**config.mk**
```make
export PLATFORM = sky130hd
export DESIGN_NAME = pipe_interlock
export DESIGN_NICKNAME = d
export VERILOG_FILES = /design/src/rtl/pipe_interlock.sv
export SDC_FILE = /design/constraint.sdc
export NUM_CORES = 1
export LEC_CHECK = 0
export BUFFER_PORTS_ARGS = -buffer_cell sky130_fd_sc_hd__buf_2
export CAP_MARGIN = 20
export CORE_MARGIN = 2
export CORE_UTILIZATION = 50
export DETAILED_ROUTE_END_ITERATION = 10
export PLACE_DENSITY = 0.77
export SYNTH_ARGS = -nofsm -noshare
export SYNTH_HDL_FRONTEND = slang
export SYNTH_SLANG_ARGS = --single-unit
```
**constraint.sdc**
```tcl
create_clock -name clk -period 5.1 [get_ports clk]
set_input_delay 0.255 -clock clk [delete_from_list [all_inputs] [get_ports clk]]
set_output_delay 0.255 -clock clk [all_outputs]
set_load 0.02 [all_outputs]
```
**src/rtl/pipe_interlock.sv**
```systemverilog
module pipe_interlock #(
  parameter int HZ      = 32,
  parameter int DIV_CYC = 14,
  parameter int MAXM    = 8,
  parameter int MW      = 4
) (
  input  logic          clk,
  input  logic          rst_n,
  input  logic          dec_valid,
  input  logic [2:0]    dec_class,
  input  logic [MW-1:0] dec_ncyc,
  input  logic          mem_ready,
  output logic          issue,
  output logic          stall,
  output logic [6:0]    occ,
  output logic          byp_e_wb,
  output logic          byp_mem2_wb
);
  localparam logic [2:0] C_INT  = 3'd0;
  localparam logic [2:0] C_MUL  = 3'd1;
  localparam logic [2:0] C_LS   = 3'd2;
  localparam logic [2:0] C_FPN  = 3'd3;
  localparam logic [2:0] C_FDIV = 3'd4;
  localparam logic [2:0] C_FMA  = 3'd5;
  localparam logic [HZ-1:0] ONE     = HZ'(1);
  localparam logic [HZ-1:0] DIVMASK = (ONE << DIV_CYC) - ONE;
  localparam logic [HZ-1:0] DIVE2   = ONE << DIV_CYC;

  logic [HZ-1:0] r_e, r_e1, r_e2, r_em, r_ea, r_done;
  logic [HZ-1:0] p_e, p_e1, p_e2, p_em, p_ea, p_done;
  logic [HZ-1:0] f_e, f_e1, f_e2, f_em, f_ea;
  logic [MW-1:0] nclip;
  logic          ls_e, mem1_v, mem2_v, conflict, ls_block;

  assign nclip = (dec_ncyc == '0) ? MW'(1) :
                 (dec_ncyc > MW'(MAXM)) ? MW'(MAXM) : dec_ncyc;

  always_comb begin
    p_e = '0; p_e1 = '0; p_e2 = '0; p_em = '0; p_ea = '0; p_done = '0;
    case (dec_class)
      C_MUL: begin
        p_e    = (ONE << nclip) - ONE;
        p_done = ONE << (nclip - MW'(1));
      end
      C_LS:   p_e = ONE;
      C_FPN:  begin p_e1 = ONE; p_e2 = ONE << 1; end
      C_FDIV: begin p_e1 = DIVMASK; p_e2 = DIVE2; end
      C_FMA:  begin p_e1 = ONE; p_em = ONE << 1; p_ea = ONE << 2; end
      default: begin p_e = ONE; p_done = ONE; end
    endcase
  end

  assign f_e  = r_e  >> 1;
  assign f_e1 = r_e1 >> 1;
  assign f_e2 = r_e2 >> 1;
  assign f_em = r_em >> 1;
  assign f_ea = r_ea >> 1;

  assign conflict = |((p_e  & (f_e | f_e1 | f_e2 | f_em | f_ea)) |
                      (p_e1 & (f_e1 | f_e | f_em | f_ea)) |
                      (p_e2 & (f_e2 | f_e)) |
                      (p_em & (f_em | f_e | f_e1)) |
                      (p_ea & (f_ea | f_e | f_e1)));

  assign ls_block = (dec_class == C_LS) && (ls_e || mem1_v);
  assign stall    = dec_valid && (conflict || ls_block);
  assign issue    = dec_valid && !stall;

  always_ff @(posedge clk or negedge rst_n) begin
    if (!rst_n) begin
      r_e <= '0; r_e1 <= '0; r_e2 <= '0; r_em <= '0; r_ea <= '0; r_done <= '0;
      ls_e <= 1'b0; mem1_v <= 1'b0; mem2_v <= 1'b0;
    end else begin
      r_e    <= f_e  | (issue ? p_e  : '0);
      r_e1   <= f_e1 | (issue ? p_e1 : '0);
      r_e2   <= f_e2 | (issue ? p_e2 : '0);
      r_em   <= f_em | (issue ? p_em : '0);
      r_ea   <= f_ea | (issue ? p_ea : '0);
      r_done <= (r_done >> 1) | (issue ? p_done : '0);
      ls_e   <= issue && (dec_class == C_LS);
      mem1_v <= ls_e || (mem1_v && !mem_ready);
      mem2_v <= mem1_v && mem_ready;
    end
  end

  assign occ         = {mem2_v, mem1_v, r_ea[0], r_em[0], r_e2[0], r_e1[0], r_e[0]};
  assign byp_e_wb    = r_done[0];
  assign byp_mem2_wb = mem2_v;
endmodule


```
# ---- After elaboration in Yosys (flattened, before gate mapping)
# Cells that the tools add are included.
dict set report word_totals {
  mem_bits_rw 0
  latch_bits 0
  reg_bits 195
  input_bits 11
  memories 0
  output_inout_bits 11
  romBits 0
}
dict set report classes {
  multipliers 0
  eq_ne 5
  addsub 2
  n_reduce_logical 16
  n_mux 14
  bitwise 26
  div 0
  shift 2
  order_cmp 1
}
# cell count
set ops {}
lappend ops {{bitwise OR 31 bit} 8}
lappend ops {{two-way mux 32 bit} 6}
lappend ops {{bitwise OR 31 x 32 -> 32 bit} 6}
lappend ops {{AND 32 x 31 -> 32 bit} 4}
lappend ops {{bitwise OR 32 bit} 4}
lappend ops {{case mux 32 bit (2 select lines)} 2}
lappend ops {{bitwise OR 32 x 31 -> 32 bit} 3}
lappend ops {{<< shifter 1 x 4 -> 32 bit (first input constant)} 2}
lappend ops {{AND 32 bit} 1}
lappend ops {{OR reduction 32 bit} 1}
lappend ops {{subtractor 32 x 1 -> 32 bit (second input constant)} 1}
lappend ops {{case mux 15 bit (2 select lines)} 1}
lappend ops {{case mux 14 bit (2 select lines)} 1}
lappend ops {{two-way mux 4 bit} 2}
lappend ops {{== test 3 x 2 -> 1 bit (second input constant)} 2}
lappend ops {{== test 3 bit (second input constant)} 2}
lappend ops {{logical AND 1 bit} 6}
lappend ops {{> comparator 4 bit (second input constant)} 1}
lappend ops {{logical NOT 4 bit} 1}
lappend ops {{OR reduction 4 bit} 1}
lappend ops {{subtractor 4 x 1 -> 4 bit (second input constant)} 1}
lappend ops {{== test 3 x 1 -> 1 bit (second input constant)} 1}
lappend ops {{logical OR 1 bit} 3}
lappend ops {{two-way mux 3 bit} 1}
lappend ops {{4 further kinds} 5}

# ---- Depth between registers and ports, before layout
dict set report depth {
  word_depth 18
  depth_mapped 9
}

# ---- Worst setup path before layout
# No wires, ideal clock.
dict set report synth_path {
  path_kind {input port to output port}
  from {input port dec_ncyc[3]}
  to {output port issue}
  n_path_buf 2
  cell_stages 9
  t_arrival_ns 2.283
  setup_slack_ns 2.562
  cell_sequence {buf_2 or3_1 ha_1 nor4b_1 a32o_2 nor4b_4 nand4_4 buf_6 nor2_1}
}
dict set report synth_between {
  elab_chain_len 16
}
# element line_no
set synth_lines {}
lappend synth_lines {{start, declared} 11} ;# input logic [MW-1:0] dec_ncyc,
lappend synth_lines {{> comparator 4 bit} 36} ;# (dec_ncyc > MW'(MAXM)) ? MW'(MAXM) : dec_ncyc;
lappend synth_lines {{two-way mux 4 bit} 36}
lappend synth_lines {{two-way mux 4 bit (*)} 35} ;# assign nclip = (dec_ncyc == '0) ? MW'(1) :
lappend synth_lines {{<< shifter 1 x 4 -> 32 bit (*)} 42} ;# p_e = (ONE << nclip) - ONE;
lappend synth_lines {{subtractor 32 x 1 -> 32 bit (*)} 42}
lappend synth_lines {{case mux 32 bit (2 select lines) (*)} 40} ;# case (dec_class)
lappend synth_lines {{AND 32 bit (*)} 59} ;# assign conflict = |((p_e & (f_e | f_e1 | f_e2 | f_em | f_ea)) |
lappend synth_lines {{bitwise OR 32 bit (*)} 59}
lappend synth_lines {{bitwise OR 32 bit (*)} 60} ;# (p_e1 & (f_e1 | f_e | f_em | f_ea)) |
lappend synth_lines {{bitwise OR 32 bit (*)} 61} ;# (p_e2 & (f_e2 | f_e)) |
lappend synth_lines {{bitwise OR 32 bit (*)} 62} ;# (p_em & (f_em | f_e | f_e1)) |
lappend synth_lines {{OR reduction 32 bit (*)} 59}
lappend synth_lines {{logical OR 1 bit (*)} 66} ;# assign stall = dec_valid && (conflict || ls_block);
lappend synth_lines {{logical AND 1 bit (*)} 66}
lappend synth_lines {{logical NOT 1 bit (*)} 67} ;# assign issue = dec_valid && !stall;
lappend synth_lines {{logical AND 1 bit (*)} 67}
lappend synth_lines {{end, declared} 13} ;# output logic issue,
# Mark *: on every way between the ends. The rest lies on a longest branch, timed or not.

# ---- Worst setup path after layout
dict set report layout_path {
  from {register r_em[1]}
  to {output port stall}
}
dict set report layout_between {
  elab_chain_len 10
}
# element line_no
set layout_lines {}
lappend layout_lines {{start, declared} 29} ;# logic [HZ-1:0] r_e, r_e1, r_e2, r_em, r_ea, r_done;
lappend layout_lines {{start signal, assigned} 77} ;# r_em <= f_em | (issue ? p_em : '0);
lappend layout_lines {{bitwise OR 32 x 31 -> 32 bit or bitwise OR 31 bit (tied branches) (2 in series)} {59, 60}}
lappend layout_lines {{AND 32 bit or AND 32 x 31 -> 32 bit (tied branches)} {59, 60}}
lappend layout_lines {{bitwise OR 32 bit} 59}
lappend layout_lines {{bitwise OR 32 bit} 60}
lappend layout_lines {{bitwise OR 32 bit (*)} 61}
lappend layout_lines {{bitwise OR 32 bit (*)} 62}
lappend layout_lines {{OR reduction 32 bit (*)} 59}
lappend layout_lines {{logical OR 1 bit (*)} 66}
lappend layout_lines {{logical AND 1 bit (*)} 66}
lappend layout_lines {{end, declared} 14} ;# output logic stall,
# Marks and branches as above.

==> results.txt <==
Footprint of the multi-input gates -> 998.5 sq um
Total wire length -> 6.162 mm
CTS clk-pin slew, worst paths -> 0.09 ns
Cell Area, Synth -> 0.003440 sq mm
Worst hold slack -> 0.1264 ns
Setup bufs post-CTS -> 0
Fmax -> 320.5 MHz
#FFs+latches synth -> 83
VDD IR max -> 170.6 uV
Setup tns final -> 0 ns
Most common cell after layout, fill and taps aside -> dfrtp_1
Core Region -> 0.006719 sq mm
Overflow after GRT -> 0
Vias per cell -> 5.635
Critical path launch point type -> flop
Most Used Layer, Global Route -> met2
CTS resizes -> 0
Seq/Total Area, Yosys -> 0.6039
Antenna viol nets, final -> 0
Worst skew pair latency -> 0.36 ns
Critical path class -> reg2out
Die height -> 86.94 um
Yosys warning total -> 0
Antenna violations before repair -> 0
Layout area overhead -> 7.057%
DP HPWL -> 3.993 mm
R2r setup slk -> 2.30 ns
Slew Limit Fails -> 0
GRT Util Overall -> 0.1786
Register Area -> 0.002077 sq mm
Synth top area share -> 0.6039
Final critical-path share of the clock period -> 0.6119
Global-route wire length before repair -> 10.17 mm
Die Width -> 86.94 um
DRC viols -> 0
Run status -> completed
Post-Syn Area per Cell -> 11.43 sq um
Worst slew pin tran -> 0.6865 ns
RR Startpoint -> r_e[7]
Period minus WS final -> 3.120 ns
Fillers -> 539
Slew headroom -> 0.5412
GR Layer Usage met1 -> 0.2503
FF-to-FF End -> r_e[1]
Worst Skew -> 0.01632 ns
Root buffer cell -> clkbuf_8
Synth Flop Type -> dfrtp_1
Nets -> 306
Hold Crit Start -> mem_ready
Hold crit path type -> in2reg
First-pass DRT Iterations -> 4
Leakage -> 1.712 nW
TritonCTS buffer count -> 9
Port bufs -> 21
DR vias -> 2130
Full die area -> 0.007559 sq mm
Highest-count cells in the layout ignoring fill and taps -> dfrtp_1, inv_1, buf_2
Grt met2 use -> 0.2575
Cell chain of the critical path -> or4_1, a32o_2, nor4b_4, nand4_4, o21a_1, buf_2
Worst EP arrival -> 2.87 ns
Hold Fails Final Rpt -> 0
Row count -> 30
Diode count -> 0
Synth area leaders -> dfrtp_1, o31ai_1, inv_1, clkbuf_1, nor3_1
Post-synth EDFFs -> 0
CTS Buffer Depth -> 2
Routability cong. -> 0.8414
Final number of setup-violating endpoints -> 0
CP max-delay cell -> or4_1
Hold Path Sink -> byp_mem2_wb
Synth area leader -> dfrtp_1
Vias in the first global route -> 2053
Crit Path Max Fanout -> 34
Starting Density -> 0.5119
Cell count after synthesis -> 301
Reg2reg path depth -> 6
Share of layout cells above drive strength 1 -> 0.1879
CTS tree -> built
Cell Pwr Density -> 451.1 mW/mm^2
Hold depth -> 2
Met3 Resource Use GR -> 0.06066
Ys async rst share -> 1.000
Number of H-tree levels -> 3
CP Data Required Time -> 4.85 ns
Unrepaired setup endpoints after global routing -> false
DR iter-0 viols -> 288
Max-Cap Viols -> 0
Synth unique cells -> 51
Max stage delay on crit path -> 0.55 ns
Kind of end point of the critical path -> output pin
IO Pins -> 22
Clk sinks -> 83
Largest net degree at the start of global routing -> 84
Routed WL per cell -> 16.30 um
## synth_stat cells, drive strengths merged, types with 2 or more instances
| master | instances |
|---|---|
| dfrtp | 83 |
| inv | 33 |
| clkbuf | 26 |
| o31ai | 22 |
| buf | 20 |
| nor3 | 16 |
| nor2 | 10 |
| nand2 | 9 |
| o21bai | 9 |
| o21ai | 7 |
| o41ai | 6 |
| nand3 | 5 |
| nand4 | 5 |
| nor4 | 5 |
| nor4b | 5 |
| a21oi | 4 |
| or3b | 3 |
| or4 | 3 |
| a211oi | 2 |
| and2 | 2 |
| conb | 2 |
| ha | 2 |
| nand3b | 2 |
| nor3b | 2 |
| o311ai | 2 |
| or3 | 2 |
## what timing repair did
action / CTS / global route
endpoints found under the hold margin: 0 / 29
setup endpoints to repair: 0 / 0
hold buffers: 0 / 1
## report_power, final
group / internal [mW] / switching [mW]
logic: 0.120 / 0.243
clock network: 0.279 / 0.246
registers: 0.730 / 0.0425
total: 1.13 / 0.532
## per-layer routing
layer | share of wire | up-vias
met1 | 0.48 | 1055
met2 | 0.46 | 62
met5 | 0 | -
met3 | 0.053 | 13
li1 | - | 1000
met4 | 0.014 | 0
## sequential cells by signal, summed over array words and instances (netlist names)
signal,flops
r_done,16
r_ea,2
r_e2,15
mem1_v,1
ls_e,1
byp_mem2_wb,1
r_em,1
r_e,32
r_e1,14
## kinds of logic after synthesis
family	count (synthesis)	share of synthesized area
AO/OA/AOI/OAI	60	0.1371
XOR/XNOR	1	0.002547
adder cells (fa/ha/maj)	2	0.007274
buffers and inverters	79	0.1080
flip-flops	83	0.6039
other	2	0.002183
AND/OR/NAND/NOR	74	0.1390
## area by class of cell
class	count	area share
Tap cell	80	0.02718
Inverter	33	0.03364
Timing Repair Buffer	25	0.04349
Clock buffer	9	0.03364
Multi-Input combinational cell	141	0.2712
Clock inverter	7	0.02684
Sequential cell	83	0.5640
## how the worst max path moves through the flow
stage                      startpoint      end  slack, ns
after floorplan           dec_ncyc[3]    issue       2.56
after detailed placement  dec_ncyc[3]  r_e1[1]       1.97
after global routing      dec_ncyc[3]    issue       1.77
final                         r_em[1]    stall       1.98
after global placement    dec_ncyc[3]  r_e[22]       2.08
after CTS                     r_em[1]    stall       1.99
## critical path, delay by kind of cell, from the launching register on
family	cells	cell delay (ns)
and+or+nand+nor	3	1.30
AOI/OAI and AO/OA	2	0.63
DFF	1	0.43
buffers and inverters	1	0.16
## metrics by stage
stage	power, mW	utilization	cells	area, sq um	setup WS [ns]
2_1_floorplan	1.092	-	303	3447	2.562
3_3_place_gp	1.133	0.5093	360	3422	2.082
3_5_place_dp	1.141	0.5093	360	3422	1.972
4_1_cts	1.666	0.5425	376	3645	1.994
5_1_grt	1.754	0.5480	378	3682	1.766
6_report	1.661	0.5480	378	3682	1.980
Note: power is estimated with default switching activity, not from simulation.
